<file path="config.mk">
export PLATFORM = sky130hd
export DESIGN_NAME = hot_reset_ctrl
export DESIGN_NICKNAME = d
export VERILOG_FILES = /design/src/rtl/hot_reset_ctrl.sv
export SDC_FILE = /design/constraint.sdc
export NUM_CORES = 1
export LEC_CHECK = 0
export BUFFER_PORTS_ARGS = -buffer_cell sky130_fd_sc_hd__clkbuf_2
export CORE_MARGIN = 8
export CORE_UTILIZATION = 30
export CTS_BUF_LIST = sky130_fd_sc_hd__clkbuf_4
export DETAILED_ROUTE_END_ITERATION = 7
export GPL_TIMING_DRIVEN = 0
export SETUP_SLACK_MARGIN = 0.02
export SYNTH_ARGS = -nofsm -noshare
export SYNTH_HDL_FRONTEND = slang
export SYNTH_SLANG_ARGS = --single-unit
</file>
<file path="constraint.sdc">
create_clock -name clk -period 4.6 [get_ports clk]
set_clock_uncertainty 0.2 [all_clocks]
set_input_delay 0.69 -clock clk [delete_from_list [all_inputs] [get_ports clk]]
set_output_delay 0.69 -clock clk [all_outputs]
set_load 0.05 [all_outputs]
</file>
<file path="src/rtl/hot_reset_ctrl.sv">
module hot_reset_ctrl #(
  parameter int LANES     = 4,
  parameter int LINKW     = 8,
  parameter int LANEW     = 5,
  parameter int DWELL_CYC = 500000,
  parameter int MIN_CYC   = 250000
) (
  input  logic                   clk,
  input  logic                   rst_n,
  input  logic                   enter_i,
  input  logic [LANES-1:0]       ts_valid_i,
  input  logic [LANES-1:0]       ts_hr_i,
  input  logic [LANES*LINKW-1:0] ts_link_i,
  input  logic [LANES*LANEW-1:0] ts_lane_i,
  input  logic [LINKW-1:0]       cfg_link_i,
  input  logic                   hold_i,
  input  logic                   bridge_i,
  input  logic                   sbr_i,
  input  logic                   link_up_set_i,
  output logic                   link_up_o,
  output logic                   tx_hr_o,
  output logic                   detect_o
);
  localparam int TW = $clog2(DWELL_CYC + 1);
  localparam logic [TW-1:0] DW_LAST  = TW'(DWELL_CYC - 1);
  localparam logic [TW-1:0] MIN_LAST = TW'(MIN_CYC - 1);

  typedef enum logic [2:0] {S_IDLE, S_WAIT, S_HOLD, S_PROP, S_DRIVE} st_t;

  st_t             state;
  logic [TW-1:0]   timer;
  logic            sbr_q;
  logic [LANES-1:0] hit;
  logic            recog;

  for (genvar g = 0; g < LANES; g++) begin : g_lane
    logic seen;
    logic match;
    assign match = ts_hr_i[g]
                 && (ts_link_i[g*LINKW +: LINKW] == cfg_link_i)
                 && (ts_lane_i[g*LANEW +: LANEW] == LANEW'(g));
    assign hit[g] = (state == S_WAIT) && ts_valid_i[g] && match && seen;
    always_ff @(posedge clk) begin
      if (!rst_n || state != S_WAIT) seen <= 1'b0;
      else if (ts_valid_i[g])        seen <= match;
    end
  end

  assign recog   = |hit;
  assign tx_hr_o = (state == S_HOLD) || (state == S_PROP) || (state == S_DRIVE);

  always_ff @(posedge clk) begin
    if (!rst_n) begin
      state     <= S_IDLE;
      timer     <= '0;
      sbr_q     <= 1'b0;
      link_up_o <= 1'b0;
      detect_o  <= 1'b0;
    end else begin
      detect_o <= 1'b0;
      sbr_q    <= sbr_i;
      if (link_up_set_i && (state == S_IDLE || state == S_WAIT)) link_up_o <= 1'b1;
      case (state)
        S_IDLE: begin
          if (sbr_i && !sbr_q) begin
            state     <= S_DRIVE;
            timer     <= '0;
            link_up_o <= 1'b0;
          end else if (enter_i) begin
            state <= S_WAIT;
            timer <= '0;
          end
        end
        S_WAIT: begin
          if (recog) begin
            link_up_o <= 1'b0;
            if (hold_i) state <= S_HOLD;
            else if (bridge_i) begin
              state <= S_PROP;
              timer <= '0;
            end else begin
              state    <= S_IDLE;
              detect_o <= 1'b1;
            end
          end else if (timer == DW_LAST) begin
            state    <= S_IDLE;
            detect_o <= 1'b1;
          end else timer <= timer + 1'b1;
        end
        S_HOLD: begin
          if (!hold_i) begin
            state    <= S_IDLE;
            detect_o <= 1'b1;
          end
        end
        S_PROP: begin
          if (timer == DW_LAST) begin
            state    <= S_IDLE;
            detect_o <= 1'b1;
          end else timer <= timer + 1'b1;
        end
        S_DRIVE: begin
          if (!sbr_i && timer == MIN_LAST) begin
            state    <= S_IDLE;
            detect_o <= 1'b1;
          end else if (timer != MIN_LAST) timer <= timer + 1'b1;
        end
        default: state <= S_IDLE;
      endcase
    end
  end
endmodule

</file>
==> impl_metrics.tcl, run 1 <==
set metrics [dict create \
    syn_nets 338 \
    n_antenna_cell 0 \
    synth-compound-area-share_pct 19.7 \
    grt_overflow 0 \
    worst-endpoint-required_ns 4.63 \
    yosys.area_share.simple_pct 33.5 \
    cts_sinks 29 \
    synth_area_leader_cell "dfxtp_1" \
    synth_edf_count 0 \
    finalMaxSlewViolations 0 \
    yosys_most_used_dff "dfxtp_1" \
    num_io_pins 78 \
    place_area_um2 2570 \
    tightest_slew_ns 0.625 \
    core_area_um2 6760 \
    cp.arrival_ns 2.82 \
    rsz0062_at_grt "no" \
    hold_viol 0 \
    track_usage_pct 12.3 \
    synth_mux_area_share_pct 0.481 \
    end_kind "flop" \
    start_util_pct 30.8 \
    numCtsBuffers 5 \
    grt_max_degree 11 \
    yosys.area.top_type_share_pct 27.9 \
    max_slew_margin_pct 57.9 \
    synth_xor_area_share_pct 14.3 \
    nets 422 \
    die_area_um2 9860 \
    async_flop_share_pct 0 \
    crit_chain "clkbuf_2, or3b_2, nor4_1, nand4_1, nand4_4, a31o_2, buf_2, nor3_1, a211o_1" \
    cap_violations 0 \
    slowest_delay_ns 0.45 \
    drt_iter0_markers 124 \
    ir_drop_mv 0.0860 \
    setup_tns_ns 0 \
    final_cell_area_um2 2620 \
    vias 2181 \
    die_h_um 99.3 \
    wirelength_mm 6.08 \
    syn_area_um2 2080 \
    cts_root_buf "clkbuf_4" \
    min_from "g_lane[2].seen" \
    h-tree-depth 2 \
    cts.hold.buffers_added 0 \
    powerDensity_nw_per_um2 223 \
    post_cts_buffers 0 \
    status "completed" \
    antenna_left 0 \
    synthAdderAreaFrac_pct 0.601 \
    cp_top_family "simple AND/OR/NAND/NOR gates" \
    synth_area_per_cell_um2 7.95 \
    hpwl_mm 4.99 \
    io_buffers 77 \
    synth_top_family_by_area "simple AND/OR/NAND/NOR gates" \
    syn2layout_area_growth_pct 25.7 \
    leakagePower_nw 1.08 \
    fin_crit_sh_pct 60.6 \
    route.detailed.drc 0 \
    critPathMaxFanout 10 \
    yosys-top-cells-area "dfxtp_1 28%, xor2_1 13%, nand3_1 4.3%" \
    yosysSeqAreaShare_pct 27.9 \
    setup_viol 0 \
    worst-path-buf-inv 2 \
    startpoint "ts_lane_i[13]" \
    critPathLaunchType "input port" \
    yosysUniqueCellTypes 50 \
    reg2reg_from "timer[0]" \
    grt_pass1_vias 2123 \
    max_freq_mhz 358 \
    hp-class "flop to flop" \
    die_w_um 99.3 \
    fin_crit_ns 2.79 \
    synthCells 262 \
    pre_cts_slack_ns 1.48 \
    crit_slowest_cell "or3b_2" \
    gp_congestion 0.870 \
    ys_ff_latch 29 \
    fillers 715 \
    drt-pass1-iter-count 4 \
    synth_warnings 0 \
    final_layout_size_suffix_gt1_share_pct 28.3 \
    post_drt_wl_per_cell_um 14.3 \
    antenna_found_initial 0 \
    totalPowerFinal_mw 0.585 \
    tritoncts "built" \
    rows 30 \
    via_per_inst 5.12 \
    finalWorstSetupSlack_ns 1.81 \
    insertion_delay_ns 0.33 \
    cts.path.max_buffers 2 \
    worstSetupPathType "input port to flop" \
    clk_pin_slew_worst_paths_ns 0.09 \
    ctsResizeCount 0 \
    grt_pass1_wl_mm 9.99 \
]
layout make-up:
cell class / instances / area (um2) / share of cell area (%)
multi-input cells: 216 / 1430 / 54.5
flip-flops and latches: 29 / 581 / 22.2
repair buffers: 77 / 385 / 14.7
well taps: 80 / 100 / 3.83
clock buffers: 6 / 45.0 / 1.72
plain buffers: 8 / 41.3 / 1.58
inverters: 9 / 33.8 / 1.29
clock inverters: 1 / 3.75 / 0.143
placed cells by master (no fill, tap or decap), drive strengths merged, types with 3 or more instances in the layout:
cell type	count
a211o	4
a21oi	12
a22o	3
a31oi	8
and2	4
and3	9
buf	4
clkbuf	87
dfxtp	29
inv	9
nand2	24
nand2b	10
nand3	18
nand4	5
nor2	15
nor3	4
nor4	15
o21ai	11
o32ai	3
or2	3
or3	3
xor2	32
metal layers:
layer / share of wire (%) / global-route usage [%] / vias to the layer above
met5: 0 / 0 / -
met4: 1.1 / 3.49 / 0
met3: 4.1 / 2.58 / 6
met2: 49 / 20.9 / 36
met1: 46 / 15.2 / 1000
li1: - / - / 1139
through the flow:
stage	hold WS [ns]	util, %	instances
4_1_cts	0.279	38.7	426
5_1_grt	0.297	38.7	426
3_5_place_dp	0.265	38.0	419
3_3_place_gp	0.257	38.0	419
2_1_floorplan	0.239	-	262
6_report	0.272	38.7	426
Yosys cell counts (3+ instances only):
library cell,number
a211o_1,4
o32ai_1,3
a31oi_1,8
nor2_1,15
clkbuf_1,4
inv_1,9
nand4_1,4
nand2b_1,10
a22o_1,3
o21ai_0,11
a21oi_1,12
and2_1,4
buf_2,3
nand3_1,18
nor3_1,4
or3_1,3
or2_2,3
nor4_1,14
and3_1,9
nand2_1,24
xor2_1,32
dfxtp_1,29
sequential cells by signal, summed over array words and instances (netlist names):
register     cells
timer           19
g_lane.seen      4
state            3
detect_o         1
link_up_o        1
sbr_q            1
cell families (layout without fill, tap and decap cells):
family	Yosys count	count (layout)
flip-flops	29	29
multiplexers	1	1
AO/OA/AOI/OAI	58	58
AND/OR/NAND/NOR	122	122
buffers and inverters	17	101
XOR/XNOR	34	34
adder cells (fa/ha/maj)	1	1
where the power goes:
part           switching, mW  leakage [nW]  internal [mW]
registers            0.00639         0.235          0.260
logic                 0.0947         0.812         0.0722
clock network         0.0904        0.0292         0.0613
total                  0.191          1.08          0.393
worst reg2reg max path, stage by stage, from the launching register on:
cell and delay [ns]:
dfxtp_1 0.38, ha_1 0.21, nand3_1 0.25, nor4_1 0.61, nand3_1 0.19, or3_1 0.37, nand2_1 0.08, nor2_1 0.04
a211o_1 0.22
final timing paths:
path,endpoint,slack (ns),cells past startpoint
max,timer[18],1.81,9
min,g_lane[2].seen,0.27,2
max reg2reg,timer[18],1.96,8
min reg2reg,g_lane[2].seen,0.27,2
(Power assumes the default switching activity.)
==> run 2: changes to the inputs <==
--- a/config.mk
+++ b/config.mk
@@ -5,6 +5,7 @@
 export SDC_FILE = /design/constraint.sdc
 export NUM_CORES = 1
 export LEC_CHECK = 0
+export ABC_AREA = 1
 export BUFFER_PORTS_ARGS = -buffer_cell sky130_fd_sc_hd__clkbuf_2
 export CORE_MARGIN = 8
 export CORE_UTILIZATION = 30
==> constraint.sdc (replaced) <==
create_clock -name clk -period 2.4 [get_ports clk]
set_clock_uncertainty 0.2 [all_clocks]
set_input_delay 0.36 -clock clk [delete_from_list [all_inputs] [get_ports clk]]
set_output_delay 0.36 -clock clk [all_outputs]
set_load 0.05 [all_outputs]
==> run 2 against run 1 <==
- hold slack got worse by 0.24 ns
- critical path depth rose by 5
- global-route usage rose by 2.9 points
- sequential power rose by 88%
- utilization fell by 0.39 points
==> impl_metrics.tcl, run 2 <==
set metrics [dict create \
    status "completed" \
    p_int_mw 0.787 \
    post_drt_wl_per_cell_um 12.6 \
    worst-path-buf-inv 5 \
    max_freq_mhz 442 \
    rr_worst_depth 14 \
    final_common_cell "nand2_1" \
    die_w_um 115 \
    hp-class "input port to flop" \
    cts_sinks 29 \
    synth_area_leader_cell "nand2_1" \
    p_clk_share_pct 22.9 \
    cp.arrival_ns 2.33 \
    cap_violations 0 \
    synth_most_common_cell "nand2_1" \
    hold_viol 0 \
    ys_top_cells_by_count "187 x nand2_1, 91 x inv_1, 79 x nor2_1" \
    die_h_um 115 \
    ff_latch_area_um2 583 \
    start_util_pct 30.6 \
    gp_congestion 0.921 \
    reg2reg_from "state[0]" \
    leakagePower_nw 1.87 \
    largest_register "timer" \
    grt_overflow 0 \
    rr_endpoint "timer[8]" \
    insertion_delay_ns 0.34 \
    cts_root_buf "clkbuf_4" \
    drt_iter0_markers 253 \
    mostFrequentLayoutCells "186 x nand2_1, 90 x inv_1, 77 x clkbuf_2, 76 x nor2_1" \
    track_usage_pct 15.2 \
    rows 36 \
    wirelength_mm 9.82 \
    numCtsBuffers 5 \
    n_antenna_cell 0 \
    r2r_slack_ns 0.14 \
    route.detailed.drc 0 \
    async_flop_share_pct 0 \
    yosysUniqueCellTypes 32 \
    combinationalPowerShare_pct 38.3 \
    yosys.area.top_type_share_pct 23.7 \
    clk_pin_slew_worst_paths_ns 0.11 \
    yosys_most_used_dff "dfxtp_1" \
    fin_crit_sh_pct 94.3 \
    finalWorstSetupSlack_ns 0.137 \
    fin_crit_ns 2.26 \
    yosys-top-cells-area "nand2_1 24%, dfxtp_1 20%, inv_1 12%" \
    antenna_found_initial 0 \
    grt_pass1_wl_mm 16.3 \
    tritoncts "built" \
    grt_pass1_vias 3490 \
    cts.hold.buffers_added 0 \
    ir_drop_mv 0.280 \
    critPathMostFrequentCell "nor2_2" \
    synthCells 553 \
    cp_top_family "simple AND/OR/NAND/NOR gates" \
    startpoint "state[0]" \
    critPathCapture "timer[8]" \
    path_depth 14 \
    worstSetupPathType "flop to flop" \
    nets 724 \
    ys_ff_latch 29 \
    syn_area_um2 2960 \
    finalMaxSlewViolations 0 \
    hold_ws_ns 0.0307 \
    slowest_delay_ns 0.36 \
    synth_area_per_cell_um2 5.35 \
    antenna_left 0 \
    end_kind "flop" \
    rsz0062_at_grt "yes" \
    switchingPower_mw 0.497 \
    syn_nets 629 \
    power_frac_seq_pct 38.8 \
    io_buffers 77 \
    hold_depth 3 \
    tightest_slew_ns 0.770 \
    vias 3666 \
    hpwl_mm 7.95 \
    max_slew_margin_pct 48.6 \
    critPathLaunchType "flop" \
    final_layout_size_suffix_gt1_share_pct 21.9 \
    drt-pass1-iter-count 5 \
    setup_viol 0 \
    h-tree-depth 2 \
    worst-endpoint-required_ns 2.47 \
    die_area_um2 13300 \
    powerDensity_nw_per_um2 346 \
    synth_edf_count 0 \
    pre_cts_slack_ns -0.105 \
    crit_slowest_cell "dfxtp_2" \
    via_per_inst 4.69 \
    crit_chain "inv_2, nor2_2, inv_2, or2_1, buf_6, nor2_2, nand3_1, nand2_2, nor2_2, o21ai_4, buf_4, clkbuf_16, nand2_2, a21oi_2" \
    critPathMaxFanout 6 \
    cts.path.max_buffers 2 \
    syn2layout_area_growth_pct 25.5 \
    reg_top3 "timer x19, g_lane.seen x4, state x3" \
    grt_max_degree 11 \
    yosysSeqAreaShare_pct 19.6 \
    synth_warnings 0 \
    largest_reg_flops 19 \
    power.share.switching_pct 38.7 \
    multi_input_area_um2 2020 \
    num_io_pins 78 \
    fillers 1045 \
    core_area_um2 9680 \
]
-- run 2: through the flow --
stage / TNS (ns) / instances / utilization, % / total power, mW / cell area (um2)
floorplan: 0 / 553 / - / 0.771 / 2960
global placement: -0.400 / 763 / 36.3 / 0.931 / 3510
detailed placement: -1.35 / 763 / 36.3 / 0.936 / 3510
CTS: 0 / 776 / 37.2 / 1.24 / 3600
global route: 0 / 782 / 38.3 / 1.38 / 3710
finish: 0 / 782 / 38.3 / 1.28 / 3710
-- run 2: kinds of logic after synthesis --
family	synth area share, %
compound gates	9.98
xor+xnor	4.44
fa+ha+maj	0.423
buf+inv	13.4
flops	19.6
simple gates	52.2
-- run 2: power by group through the flow --
stage	registers (mW)	logic [mW]	clock network [mW]
CTS	0.498	0.439	0.305
finish	0.499	0.492	0.294
detailed placement	0.509	0.427	0
floorplan	0.517	0.255	0
global route	0.501	0.542	0.338
global placement	0.509	0.422	0
-- run 2: final cells by class --
cell class                      count  share of cell area (%)
Buffer                              7                    1.42
Clock buffer                        5                    1.01
Clock inverter                      3                   0.337
Inverter                           93                    9.40
Multi-Input combinational cell    424                    54.5
Sequential cell                    29                    15.7
Tap cell                          133                    4.48
Timing Repair Buffer               88                    13.2
-- run 2: tightest hold or removal path, cell delays in order --
cell and delay, ns:
clkbuf_2 0.10, nand2_1 0.05, inv_1 0.04
-- run 2: worst min-delay path by stage --
stage	end	from
2_1_floorplan	g_lane[0].seen	g_lane[0].seen
3_3_place_gp	g_lane[0].seen	g_lane[0].seen
3_5_place_dp	g_lane[1].seen	g_lane[1].seen
4_1_cts	sbr_q	sbr_i
5_1_grt	sbr_q	sbr_i
6_report	sbr_q	sbr_i
-- run 2: metal layers --
metal	up-vias	part of all wire, %	routed length (um)	global-route usage (%)
li1	1915	-	-	-
met3	14	4.2	409	2.78
met2	81	47	4600	25.7
met1	1656	47	4660	19.1
met5	-	0	0	0
met4	0	1.5	152	4.20
-- run 2: repair_timing --
item,in CTS,in global routing
gates cloned,0,1
setup buffers,5,5
resized for setup,2,16
pin swaps,2,3
endpoints found under the setup margin,13,22
==> run 3: changes to the inputs <==
--- a/config.mk
+++ b/config.mk
@@ -7,11 +7,14 @@
 export LEC_CHECK = 0
 export ABC_AREA = 1
 export BUFFER_PORTS_ARGS = -buffer_cell sky130_fd_sc_hd__clkbuf_2
+export CELL_PAD_IN_SITES_DETAIL_PLACEMENT = 1
+export CELL_PAD_IN_SITES_GLOBAL_PLACEMENT = 1
 export CORE_MARGIN = 8
 export CORE_UTILIZATION = 30
 export CTS_BUF_LIST = sky130_fd_sc_hd__clkbuf_4
 export DETAILED_ROUTE_END_ITERATION = 7
 export GPL_TIMING_DRIVEN = 0
+export PLACE_DENSITY_LB_ADDON = 0.1
 export SETUP_SLACK_MARGIN = 0.02
 export SYNTH_ARGS = -nofsm -noshare
 export SYNTH_HDL_FRONTEND = slang
==> run 3 against run 2 <==
- first-iteration DRC count shrank 63%
- clock power fell by 2%
- register-to-register slack barely moved
- final cell count fell by 0.51%
- largest power group is now combinational logic
==> impl_metrics.tcl, run 3 (synthesis gave the netlist of run 2 again) <==
set metrics [dict create \
    status "completed" \
    fin_crit_ns 2.27 \
    tightest_slew_ns 0.885 \
    cp_top_family "simple AND/OR/NAND/NOR gates" \
    hp-class "input port to flop" \
    totalPowerFinal_mw 1.30 \
    ir_drop_mv 0.150 \
    final_common_cell "nand2_1" \
    p_clk_share_pct 22.3 \
    nets 722 \
    rsz0062_at_grt "yes" \
    final_layout_size_suffix_gt1_share_pct 22.0 \
    gp_congestion 0.888 \
    crit_chain "ha_1, nand2_1, nor2_4, nand4_1, o21ai_1, inv_1, o21ai_4, buf_12, buf_4, nand2_1, a21oi_1" \
    track_usage_pct 17.1 \
    worst-endpoint-required_ns 2.46 \
    vias 3710 \
    critPathLaunchType "flop" \
    start_util_pct 30.6 \
    critPathMostFrequentCell "nand2_1" \
    fin_crit_sh_pct 94.6 \
    cp.arrival_ns 2.33 \
    setup_tns_ns 0 \
    critPathMaxFanout 6 \
    largest_register "timer" \
    hpwl_mm 9.29 \
    switchingPower_mw 0.504 \
    wirelength_mm 11.0 \
    end_kind "flop" \
    max_slew_margin_pct 41.0 \
    num_io_pins 78 \
    setup_viol 0 \
    place_area_um2 3510 \
    cap_violations 0 \
    crit_slowest_cell "dfxtp_2" \
    core_area_um2 9680 \
    leakagePower_nw 1.86 \
    h-tree-depth 2 \
    largest_reg_flops 19 \
    post_drt_wl_per_cell_um 14.2 \
    grt_overflow 0 \
    powerDensity_nw_per_um2 348 \
    antenna_found_initial 0 \
    grt_max_degree 11 \
    die_h_um 115 \
    grt_pass1_wl_mm 18.5 \
    io_buffers 77 \
    power_frac_seq_pct 38.5 \
    grt_pass1_vias 4112 \
    syn2layout_area_growth_pct 25.9 \
    insertion_delay_ns 0.33 \
    rr_worst_depth 11 \
    reg_top3 "timer x19, g_lane.seen x4, state x3" \
    die_w_um 115 \
    final_cell_area_um2 3720 \
    cts.path.max_buffers 2 \
    via_per_inst 4.77 \
    p_int_mw 0.793 \
    path_depth 11 \
    die_area_um2 13300 \
    route.detailed.drc 0 \
    drt_iter0_markers 93 \
    cts.hold.buffers_added 0 \
    cts_root_buf "clkbuf_4" \
    hold_viol 0 \
    slowest_delay_ns 0.41 \
    mostFrequentLayoutCells "186 x nand2_1, 90 x inv_1, 77 x clkbuf_2, 76 x nor2_1" \
    finalMaxSlewViolations 0 \
    antenna_left 0 \
    rows 36 \
    clk_pin_slew_worst_paths_ns 0.10 \
    drt-pass1-iter-count 4 \
    combinationalPowerShare_pct 39.2 \
    numCtsBuffers 5 \
    worst-path-buf-inv 3 \
    hold_depth 3 \
    n_antenna_cell 0 \
    worstSetupPathType "flop to flop" \
    fillers 1374 \
    tritoncts "built" \
    ff_latch_area_um2 584 \
    max_freq_mhz 440 \
    cts_sinks 29 \
    power.share.switching_pct 38.9 \
    multi_input_area_um2 2030 \
]
[run 3: layout make-up]
type	count	share of cell area [%]
Tap cell	133	4.47
Inverter	93	9.37
Sequential cell	29	15.7
Multi-Input combinational cell	424	54.6
Timing Repair Buffer	86	13.3
Buffer	7	1.41
Clock buffer	5	1.01
Clock inverter	1	0.134
[run 3: what timing repair did]
item,in CTS,in global routing
resized for setup,5,14
cloned,0,1
pin swaps,2,3
buffers inserted,4,4
endpoints found under the setup margin,20,21
[run 3: final timing paths]
kind / endpoint / startpoint / slack (ns)
hold reg to reg: g_lane[2].seen / g_lane[2].seen / 0.27
hold / removal: sbr_q / sbr_i / 0.03
setup reg to reg: timer[15] / timer[0] / 0.13
setup / recovery: timer[15] / timer[0] / 0.13
[run 3: metrics by stage]
| step | util [%] | hold slack (ns) | instances | worst slack, ns |
|---|---|---|---|---|
| floorplan | - | 0.243 | 553 | 0.368 |
| global placement | 36.3 | 0.252 | 763 | -0.150 |
| detailed placement | 36.3 | 0.261 | 763 | -0.200 |
| CTS | 37.2 | 0.0261 | 773 | 0.0204 |
| global route | 38.5 | 0.0581 | 778 | -0.0422 |
| finish | 38.5 | 0.0332 | 778 | 0.129 |
[run 3: worst reg2reg max path, cell delays in order, from the launching register on]
cell	delay, ns
dfxtp_2	0.41
ha_1	0.20
nand2_1	0.14
nor2_4	0.16
nand4_1	0.19
o21ai_1	0.25
inv_1	0.10
o21ai_4	0.08
buf_12	0.15
buf_4	0.10
nand2_1	0.04
a21oi_1	0.18
[run 3: power groups by stage]
stage / sequential, mW / combinational [mW] / clock (mW)
floorplan: 0.517 / 0.255 / 0
global placement: 0.509 / 0.432 / 0
detailed placement: 0.509 / 0.441 / 0
CTS: 0.499 / 0.464 / 0.301
global route: 0.501 / 0.564 / 0.317
finish: 0.499 / 0.509 / 0.289
[run 3: layer usage]
metal | part of all wire, % | global-route usage, % | vias to the layer above
met4 | 2.6 | 5.43 | 0
met2 | 51 | 31.6 | 72
met1 | 43 | 19.1 | 1722
met5 | 0 | 0 | -
met3 | 3.8 | 3.41 | 18
li1 | - | - | 1898
